--- config.mk ---
export PLATFORM = sky130hd
export DESIGN_NAME = sram_ctl
export DESIGN_NICKNAME = d
export VERILOG_FILES = /design/src/rtl/sram_ctl_pkg.sv /design/src/rtl/sram_phase_timer.sv /design/src/rtl/sram_span_counter.sv /design/src/rtl/sram_ctl.sv
export SDC_FILE = /design/constraint.sdc
export NUM_CORES = 1
export LEC_CHECK = 0
export BUFFER_PORTS_ARGS = -buffer_cell sky130_fd_sc_hd__buf_2
export CAP_MARGIN = 20
export CORE_MARGIN = 4
export CORE_UTILIZATION = 47
export DETAILED_ROUTE_END_ITERATION = 6
export PLACE_DENSITY = 0.87
export SKIP_CTS_REPAIR_TIMING = 1
export SYNTH_ARGS = -nofsm -noshare
export SYNTH_HDL_FRONTEND = slang
export SYNTH_SLANG_ARGS = --single-unit
--- constraint.sdc ---
create_clock -name clk -period 1.55 [get_ports clk]
set_input_delay 0.155 -clock clk [delete_from_list [all_inputs] [get_ports clk]]
set_output_delay 0.155 -clock clk [all_outputs]
set_load 0.01 [all_outputs]
--- src/rtl/sram_ctl_pkg.sv ---
package sram_ctl_pkg;

  typedef enum logic [2:0] {
    ST_IDLE,
    ST_WR_SETUP,
    ST_WR_PULSE,
    ST_RD_WAIT,
    ST_GAP
  } ctl_state_t;

  // nanosecond figures of one speed grade
  typedef struct packed {
    int cyc_ns;   // minimum spacing of access starts
    int wp_ns;    // write enable low width
    int aw_ns;    // address valid to end of write
    int dw_ns;    // data valid before end of write
    int aa_ns;    // address to read data valid
    int ohz_ns;   // output float after output enable off
  } speed_set_t;

  function automatic speed_set_t speed_of(input int grade);
    speed_set_t s;
    if (grade == 1) s = '{cyc_ns: 70, wp_ns: 35, aw_ns: 70, dw_ns: 30, aa_ns: 70, ohz_ns: 30};
    else            s = '{cyc_ns: 55, wp_ns: 30, aw_ns: 55, dw_ns: 25, aa_ns: 55, ohz_ns: 25};
    return s;
  endfunction

  function automatic int ns_to_cycles(input int ns, input int period_ns);
    int c;
    c = (ns + period_ns - 1) / period_ns;
    if (c < 1) c = 1;
    return c;
  endfunction

  function automatic int max2(input int a, input int b);
    return (a > b) ? a : b;
  endfunction

endpackage

--- src/rtl/sram_phase_timer.sv ---
module sram_phase_timer #(
  parameter int W = 4
) (
  input  logic         clk,
  input  logic         rst,
  input  logic         load,
  input  logic [W-1:0] load_val,
  output logic         zero
);
  logic [W-1:0] cnt;

  always_ff @(posedge clk) begin
    if (rst)              cnt <= '0;
    else if (load)        cnt <= load_val;
    else if (cnt != '0)   cnt <= cnt - 1'b1;
  end

  assign zero = (cnt == '0);
endmodule

--- src/rtl/sram_span_counter.sv ---
module sram_span_counter #(
  parameter int LIMIT = 7
) (
  input  logic clk,
  input  logic rst,
  input  logic restart,
  output logic reached
);
  localparam int W = $clog2(LIMIT + 1);
  logic [W-1:0] cnt;

  always_ff @(posedge clk) begin
    if (rst)                   cnt <= W'(LIMIT);
    else if (restart)          cnt <= W'(1);
    else if (cnt < W'(LIMIT))  cnt <= cnt + 1'b1;
  end

  assign reached = (cnt >= W'(LIMIT));
endmodule

--- src/rtl/sram_ctl.sv ---
module sram_ctl
  import sram_ctl_pkg::*;
#(
  parameter int ADDR_W        = 18,
  parameter int DATA_W        = 8,
  parameter int CLK_PERIOD_NS = 8,
  parameter int SPEED_GRADE   = 0
) (
  input  logic              clk,
  input  logic              rst,
  input  logic              req_valid,
  output logic              req_ready,
  input  logic              req_write,
  input  logic [ADDR_W-1:0] req_addr,
  input  logic [DATA_W-1:0] req_wdata,
  output logic              rsp_valid,
  output logic [DATA_W-1:0] rsp_rdata,
  output logic [ADDR_W-1:0] mem_addr,
  output logic              mem_ce_n,
  output logic              mem_ce,
  output logic              mem_we_n,
  output logic              mem_oe_n,
  output logic [DATA_W-1:0] mem_dq_out,
  output logic              mem_dq_oe,
  input  logic [DATA_W-1:0] mem_dq_in
);
  localparam speed_set_t SPD = speed_of(SPEED_GRADE);
  localparam int N_CYC  = ns_to_cycles(SPD.cyc_ns, CLK_PERIOD_NS);
  localparam int N_AA   = ns_to_cycles(SPD.aa_ns, CLK_PERIOD_NS);
  localparam int N_OHZ  = ns_to_cycles(SPD.ohz_ns, CLK_PERIOD_NS);
  // one setup cycle precedes the low window, so the address term loses one
  localparam int N_WP   = max2(max2(ns_to_cycles(SPD.wp_ns, CLK_PERIOD_NS),
                                    ns_to_cycles(SPD.dw_ns, CLK_PERIOD_NS)),
                               max2(ns_to_cycles(SPD.aw_ns, CLK_PERIOD_NS) - 1, 1));
  localparam int N_TMAX = max2(max2(N_AA, N_WP), N_OHZ);
  localparam int TMR_W  = $clog2(N_TMAX + 1);

  ctl_state_t       state;
  logic             tmr_load;
  logic [TMR_W-1:0] tmr_val;
  logic             tmr_zero;
  logic             span_met;
  logic             accept;

  assign accept = (state == ST_IDLE) && req_valid;

  always_comb begin
    tmr_load = 1'b0;
    tmr_val  = '0;
    unique case (state)
      ST_IDLE:     if (req_valid) begin tmr_load = 1'b1; tmr_val = TMR_W'(N_AA - 1); end
      ST_WR_SETUP: begin tmr_load = 1'b1; tmr_val = TMR_W'(N_WP - 1); end
      ST_WR_PULSE: if (tmr_zero) begin tmr_load = 1'b1; tmr_val = '0; end
      ST_RD_WAIT:  if (tmr_zero) begin tmr_load = 1'b1; tmr_val = TMR_W'(N_OHZ - 1); end
      default:     ;
    endcase
  end

  sram_phase_timer #(.W(TMR_W)) u_phase (
    .clk      (clk),
    .rst      (rst),
    .load     (tmr_load),
    .load_val (tmr_val),
    .zero     (tmr_zero)
  );

  sram_span_counter #(.LIMIT(N_CYC)) u_span (
    .clk     (clk),
    .rst     (rst),
    .restart (accept),
    .reached (span_met)
  );

  always_ff @(posedge clk) begin
    if (rst) begin
      state      <= ST_IDLE;
      req_ready  <= 1'b1;
      rsp_valid  <= 1'b0;
      rsp_rdata  <= '0;
      mem_addr   <= '0;
      mem_ce_n   <= 1'b1;
      mem_ce     <= 1'b0;
      mem_we_n   <= 1'b1;
      mem_oe_n   <= 1'b1;
      mem_dq_out <= '0;
      mem_dq_oe  <= 1'b0;
    end else begin
      rsp_valid <= 1'b0;
      unique case (state)
        ST_IDLE: begin
          if (req_valid) begin
            req_ready <= 1'b0;
            mem_addr  <= req_addr;
            mem_ce_n  <= 1'b0;
            mem_ce    <= 1'b1;
            if (req_write) begin
              mem_dq_out <= req_wdata;
              state      <= ST_WR_SETUP;
            end else begin
              mem_oe_n <= 1'b0;
              state    <= ST_RD_WAIT;
            end
          end
        end
        ST_WR_SETUP: begin
          mem_we_n  <= 1'b0;
          mem_dq_oe <= 1'b1;
          state     <= ST_WR_PULSE;
        end
        ST_WR_PULSE: begin
          if (tmr_zero) begin
            mem_we_n  <= 1'b1;
            mem_dq_oe <= 1'b0;
            mem_ce_n  <= 1'b1;
            mem_ce    <= 1'b0;
            state     <= ST_GAP;
          end
        end
        ST_RD_WAIT: begin
          if (tmr_zero) begin
            rsp_rdata <= mem_dq_in;
            rsp_valid <= 1'b1;
            mem_oe_n  <= 1'b1;
            mem_ce_n  <= 1'b1;
            mem_ce    <= 1'b0;
            state     <= ST_GAP;
          end
        end
        ST_GAP: begin
          if (tmr_zero && span_met) begin
            req_ready <= 1'b1;
            state     <= ST_IDLE;
          end
        end
        default: state <= ST_IDLE;
      endcase
    end
  end
endmodule

# Word-level counts from Yosys, hierarchy flattened
# Cells that the tools add are included.
dict set report totals {
  reg_bits 50
  in_bits 38
  out_inout_bits 41
  wordCells 79
}
dict set report classes {
  add_sub_neg 2
  order_cmp 2
  eq_ne 10
  n_mux 28
  bitwise 1
  reduce_logical 22
}
# cell n
set op_table {}
lappend op_table {{3-bit two-way mux} 8}
lappend op_table {{1-bit case mux with 2 select lines} 6}
lappend op_table {{3-bit case mux with 4 select lines} 1}
lappend op_table {{3-bit AND reduction} 4}
lappend op_table {{2-bit nonzero test} 6}
lappend op_table {{2-bit != test, second input constant} 5}
lappend op_table {{1-bit two-way mux} 9}
lappend op_table {{3-bit case mux with 3 select lines} 1}
lappend op_table {{3-bit by 2-bit equality test with 1-bit output, second input constant} 2}
lappend op_table {{3-bit zero test} 2}
lappend op_table {{2-bit AND reduction} 3}
lappend op_table {{2-bit OR reduction} 3}
lappend op_table {{2-bit two-way mux} 2}
lappend op_table {{4-bit AND reduction} 1}
lappend op_table {{3-bit by 1-bit adder with 3-bit output, second input constant} 1}
lappend op_table {{3-bit by 1-bit equality test with 1-bit output, second input constant} 1}
lappend op_table {{3-bit equality test, second input constant} 1}
lappend op_table {{3-bit greater-or-equal comparator, second input constant} 1}
lappend op_table {{3-bit less-than comparator, second input constant} 1}
lappend op_table {{1-bit case mux with 3 select lines} 1}
lappend op_table {{3-bit nonzero test} 1}
lappend op_table {{3-bit by 1-bit subtractor with 3-bit output, second input constant} 1}
lappend op_table {{1-bit logical AND} 2}
lappend op_table {{2-bit by 1-bit != test with 1-bit output, second input constant} 1}
lappend op_table {{1-bit NOT} 1}

# Depth between registers and ports, before layout
dict set report logic_depth {
  depth_word 4
  ltp_mapped 7
  depth_no_buf 6
}

# By module
# Synthesis repeated with hierarchy kept, for this count alone.
dict set report hier_totals {
  cells_unflattened 239
  area_unflattened_um2 2011.9
}
# mod instances cells_each area_per_inst_um2 seq_area_each_um2
set modules_own_cells {}
lappend modules_own_cells {sram_ctl 1 205 1667.8 880.8}
lappend modules_own_cells {sram_phase_timer 1 22 206.4 60.1}
lappend modules_own_cells {sram_span_counter 1 12 137.6 60.1}

# Worst setup path after synthesis
# No wires, ideal clock.
dict set report synth_timing {
  kind {reg-to-reg}
  from {register u_phase.cnt[0]}
  to {register mem_dq_oe}
  setup_time_ps 129
  t_arrival_ps 1232
  required_ps 1421
  setup_slack_ps 188
  path_stages_with_launch 8
  n_path_buf 1
  period_less_slack_ps 1362
  path_cell_list {dfxtp_1 inv_1 ha_1 nor2b_1 clkbuf_1 nand3_1 a21oi_1 nor3_1}
}
dict set report synth_via {
  elab_chain_len 3
}
# element line
set synth_rtl {}
lappend synth_rtl {{start, declared} sram_phase_timer.sv:10} ;# logic [W-1:0] cnt;
lappend synth_rtl {{start signal, assigned} sram_phase_timer.sv:14} ;# else if (load) cnt <= load_val;
lappend synth_rtl {{start signal, assigned} sram_phase_timer.sv:15} ;# else if (cnt != '0) cnt <= cnt - 1'b1;
lappend synth_rtl {{3-bit zero test} sram_phase_timer.sv:18} ;# assign zero = (cnt == '0);
lappend synth_rtl {{2-bit != test (no source line)} --}
lappend synth_rtl {{2-bit AND reduction (no source line)} --}
lappend synth_rtl {{end signal, assigned} sram_ctl.sv:86} ;# mem_dq_oe <= 1'b0;
lappend synth_rtl {{end signal, assigned} sram_ctl.sv:107} ;# mem_dq_oe <= 1'b1;
lappend synth_rtl {{end signal, assigned} sram_ctl.sv:113} ;# mem_dq_oe <= 1'b0;
lappend synth_rtl {{end, declared} sram_ctl.sv:24} ;# output logic mem_dq_oe,
# Every way passes these cells.
# A chain may end at the register's enable or synchronous reset.

# Worst setup path in the final report
dict set report layout_timing {
  from {register u_phase.cnt[0]}
  to {register rsp_rdata[6]}
}
dict set report layout_via {
  elab_chain_len 2
}
# element line
set layout_rtl {}
lappend layout_rtl {{3-bit zero test} sram_phase_timer.sv:18}
lappend layout_rtl {{2-bit AND reduction (no source line)} --}
lappend layout_rtl {{end signal, assigned} sram_ctl.sv:121} ;# rsp_rdata <= mem_dq_in;
lappend layout_rtl {{end, declared} sram_ctl.sv:17} ;# output logic [DATA_W-1:0] rsp_rdata,
# Every way passes these cells.

==> flow_summary.ini <==
[layout]
fin_nets = 360
finalInstanceArea_um2 = 2529
most-common-layout-cells = buf_2, nand2_1, dfxtp_1, a21oi_1, nand3_1
antenna_cells = 0
layout_commonest_cell = buf_2
drive_gt1_share_pct = 31.97
fin_cells = 369
area_growth_pct = 27.83

[worst_setup_path]
r2r-end = rsp_rdata[6]
r2r_cells = 6
r2r_start = u_phase.cnt[0]
end_kind = flip-flop
required_ns = 1.79
ff2ff_setup_slack_ns = 0.08
crit_arrival_ns = 1.71
cp_max_fo = 10
crit_path_start_kind = flip-flop
crit_type = reg2reg

[status]
status = complete, no violations

[flow_run]
cap_violations = 0

[timing]
hold_slack_ns = 0.08031
max_freq_ghz = 0.6800
hold_viol = 0
fin_crit_ns = 1.471
setup_viol = 0
rsz0062_at_grt = yes
worstMarginPinSlew_ns = 0.2868
period_share_pct = 94.87
finClkSkew_ns = 0.002601
worst_slack_ns = 0.07946
slew_headroom_pct = 80.85
slew_violations = 0

[cts]
clock_latency_ns = 0.30
cts-htree-levels = 2
clkTransAtPathRegs_ns = 0.08
cts.sinks = 50
clockBufferDepth = 2
cts_tree = yes
cts_buffers = 5
cts_root_buf = clkbuf_8

[synthesis]
synth-simple-area-share_pct = 24.86
syn_nets = 280
synthDistinctLibCells = 31
syn-cell-area_um2 = 1978
synth_area_per_cell_um2 = 8.312
yosys.area_share.xor_xnor_pct = 0.4428
syn_inst = 238
muxShareOfSynthArea_pct = 0
synth_top_family_by_area = simple AND/OR/NAND/NOR gates
yosysWarnings = 0
synth_compound_area_share_pct = 15.56
ys_seq_area_share_pct = 50.60
synth-seq-cells = 50
synth_fa_ha_area_share_pct = 2.530

[grt]
grt_pass1_wl_mm = 7.665
grt_overflow_total = 0
grt_usage_pct = 18.27
antenna_found_initial = 0
grt_pass1_vias = 1773
grt_max_degree = 51

[floorplanning]
placementRows = 23
core_um2 = 4029
io_pins = 79
initial_utilization_pct = 49.10
dieWidth_um = 72.88
fp.dieH_um = 72.88
die_area_um2 = 5311

[route]
drt_iter0_markers = 73
route.detailed.drc = 0
routed_wl_mm = 4.715
vias = 1864
first_pass_iters = 4
ant_nets = 0
wl_per_cell_um = 12.78
vias_per_cell = 5.051

[place]
place.gp.congestion = 0.8500
pre_cts_slack_ns = 0.003367
dp_cells = 361
placed_area_um2 = 2430
dp_hpwl_mm = 3.368
io_buffers = 78

[power_and_ir_drop]
leakagePower_nw = 1.156
ir_drop_mv = 0.7475
power_density_nw_per_um2 = 1440

[min_path]
hold_depth = 3
min_path_type = in2reg
hp-start = req_addr[3]
min_to = mem_addr[3]
## through the flow
step | setup TNS, ns | power [mW] | utilization, %
2_1_floorplan | 0 | 2.487 | -
3_3_place_gp | 0 | 2.822 | 60.31
3_5_place_dp | 0 | 2.879 | 60.31
4_1_cts | -0.1051 | 3.650 | 62.58
5_1_grt | -0.05843 | 3.908 | 62.76
6_report | 0 | 3.641 | 62.76
## critical path, cell delays in order, from the launching register on
cell and delay, ns:
dfxtp_1 0.35, inv_1 0.07, ha_1 0.23, and4bb_2 0.31
nand2_2 0.19, nand2_1 0.11, a21oi_1 0.15
## per-layer routing
| metal | global-route usage [%] | up-vias | part of all wire (%) |
|---|---|---|---|
| met5 | 0 | - | 0 |
| met4 | 7.377 | 0 | 1.8 |
| met3 | 7.163 | 9 | 9.3 |
| met2 | 29.56 | 70 | 46 |
| met1 | 21.66 | 829 | 43 |
| li1 | - | 956 | - |
## state kept, by name (all words and copies together), names as in the netlist
name         flops
u_phase.cnt      3
mem_dq_oe        1
mem_ce           1
mem_ce_n         1
rsp_rdata        8
state            3
mem_dq_out       8
mem_addr        18
rsp_valid        1
req_ready        1
mem_we_n         1
u_span.cnt       3
mem_oe_n         1
## cells in the mapped netlist, drive strengths merged
cell type / n / area (um2)
nand2: 59 / 221.5
dfxtp: 50 / 1001
a21oi: 41 / 205.2
nand3: 20 / 105.1
nor2: 13 / 48.80
buf: 9 / 70.06
clkbuf: 8 / 33.79
ha: 4 / 50.05
inv: 4 / 15.01
nor3: 4 / 20.02
nor2b: 3 / 18.77
o21ai: 3 / 15.01
o21bai: 3 / 22.52
a211oi: 2 / 15.01
nand3b: 2 / 15.01
o21a: 2 / 15.01
a22o: 1 / 8.760
a311o: 1 / 10.01
and2b: 1 / 7.510
and3: 1 / 6.260
and4bb: 1 / 12.51
nand2b: 1 / 6.260
nor4: 1 / 6.260
nor4b: 1 / 23.77
o211ai: 1 / 7.510
o32ai: 1 / 8.760
xnor2: 1 / 8.760
## where the power goes
| part | internal, mW | switching, mW | total (mW) |
|---|---|---|---|
| Clock | 0.360 | 0.408 | 0.768 |
| Combinational | 0.550 | 0.701 | 1.25 |
| Sequential | 1.49 | 0.135 | 1.62 |
## cell type report
cell class                      instances  area, um2
Clock buffer                            7      86.33
Clock inverter                          1      5.005
Sequential cell                        50       1001
Timing Repair Buffer                   90      493.0
Inverter                                4      15.01
Tap cell                               50      62.56
Multi-Input combinational cell        167      865.8
Fill cell                             364       1500
## kinds of logic (layout without fill, tap and decap cells)
kind of cell    Yosys count  in the layout
xor+xnor                  1              1
buf+inv                  21            102
simple gates            107            107
flops                    50             50
fa+ha+maj                 4              4
compound gates           55             55
## worst max path at each step
| stage | start | endpoint | cells past startpoint |
|---|---|---|---|
| after CTS | u_phase.cnt[0] | rsp_rdata[6] | 6 |
| after global placement | u_phase.cnt[0] | rsp_rdata[5] | 6 |
| after floorplan | u_phase.cnt[0] | mem_dq_oe | 7 |
| final | u_phase.cnt[0] | rsp_rdata[6] | 6 |
| after global routing | u_phase.cnt[0] | rsp_rdata[3] | 6 |
| after detailed placement | u_phase.cnt[0] | rsp_rdata[6] | 6 |
Power figures use the tool's default switching activity.
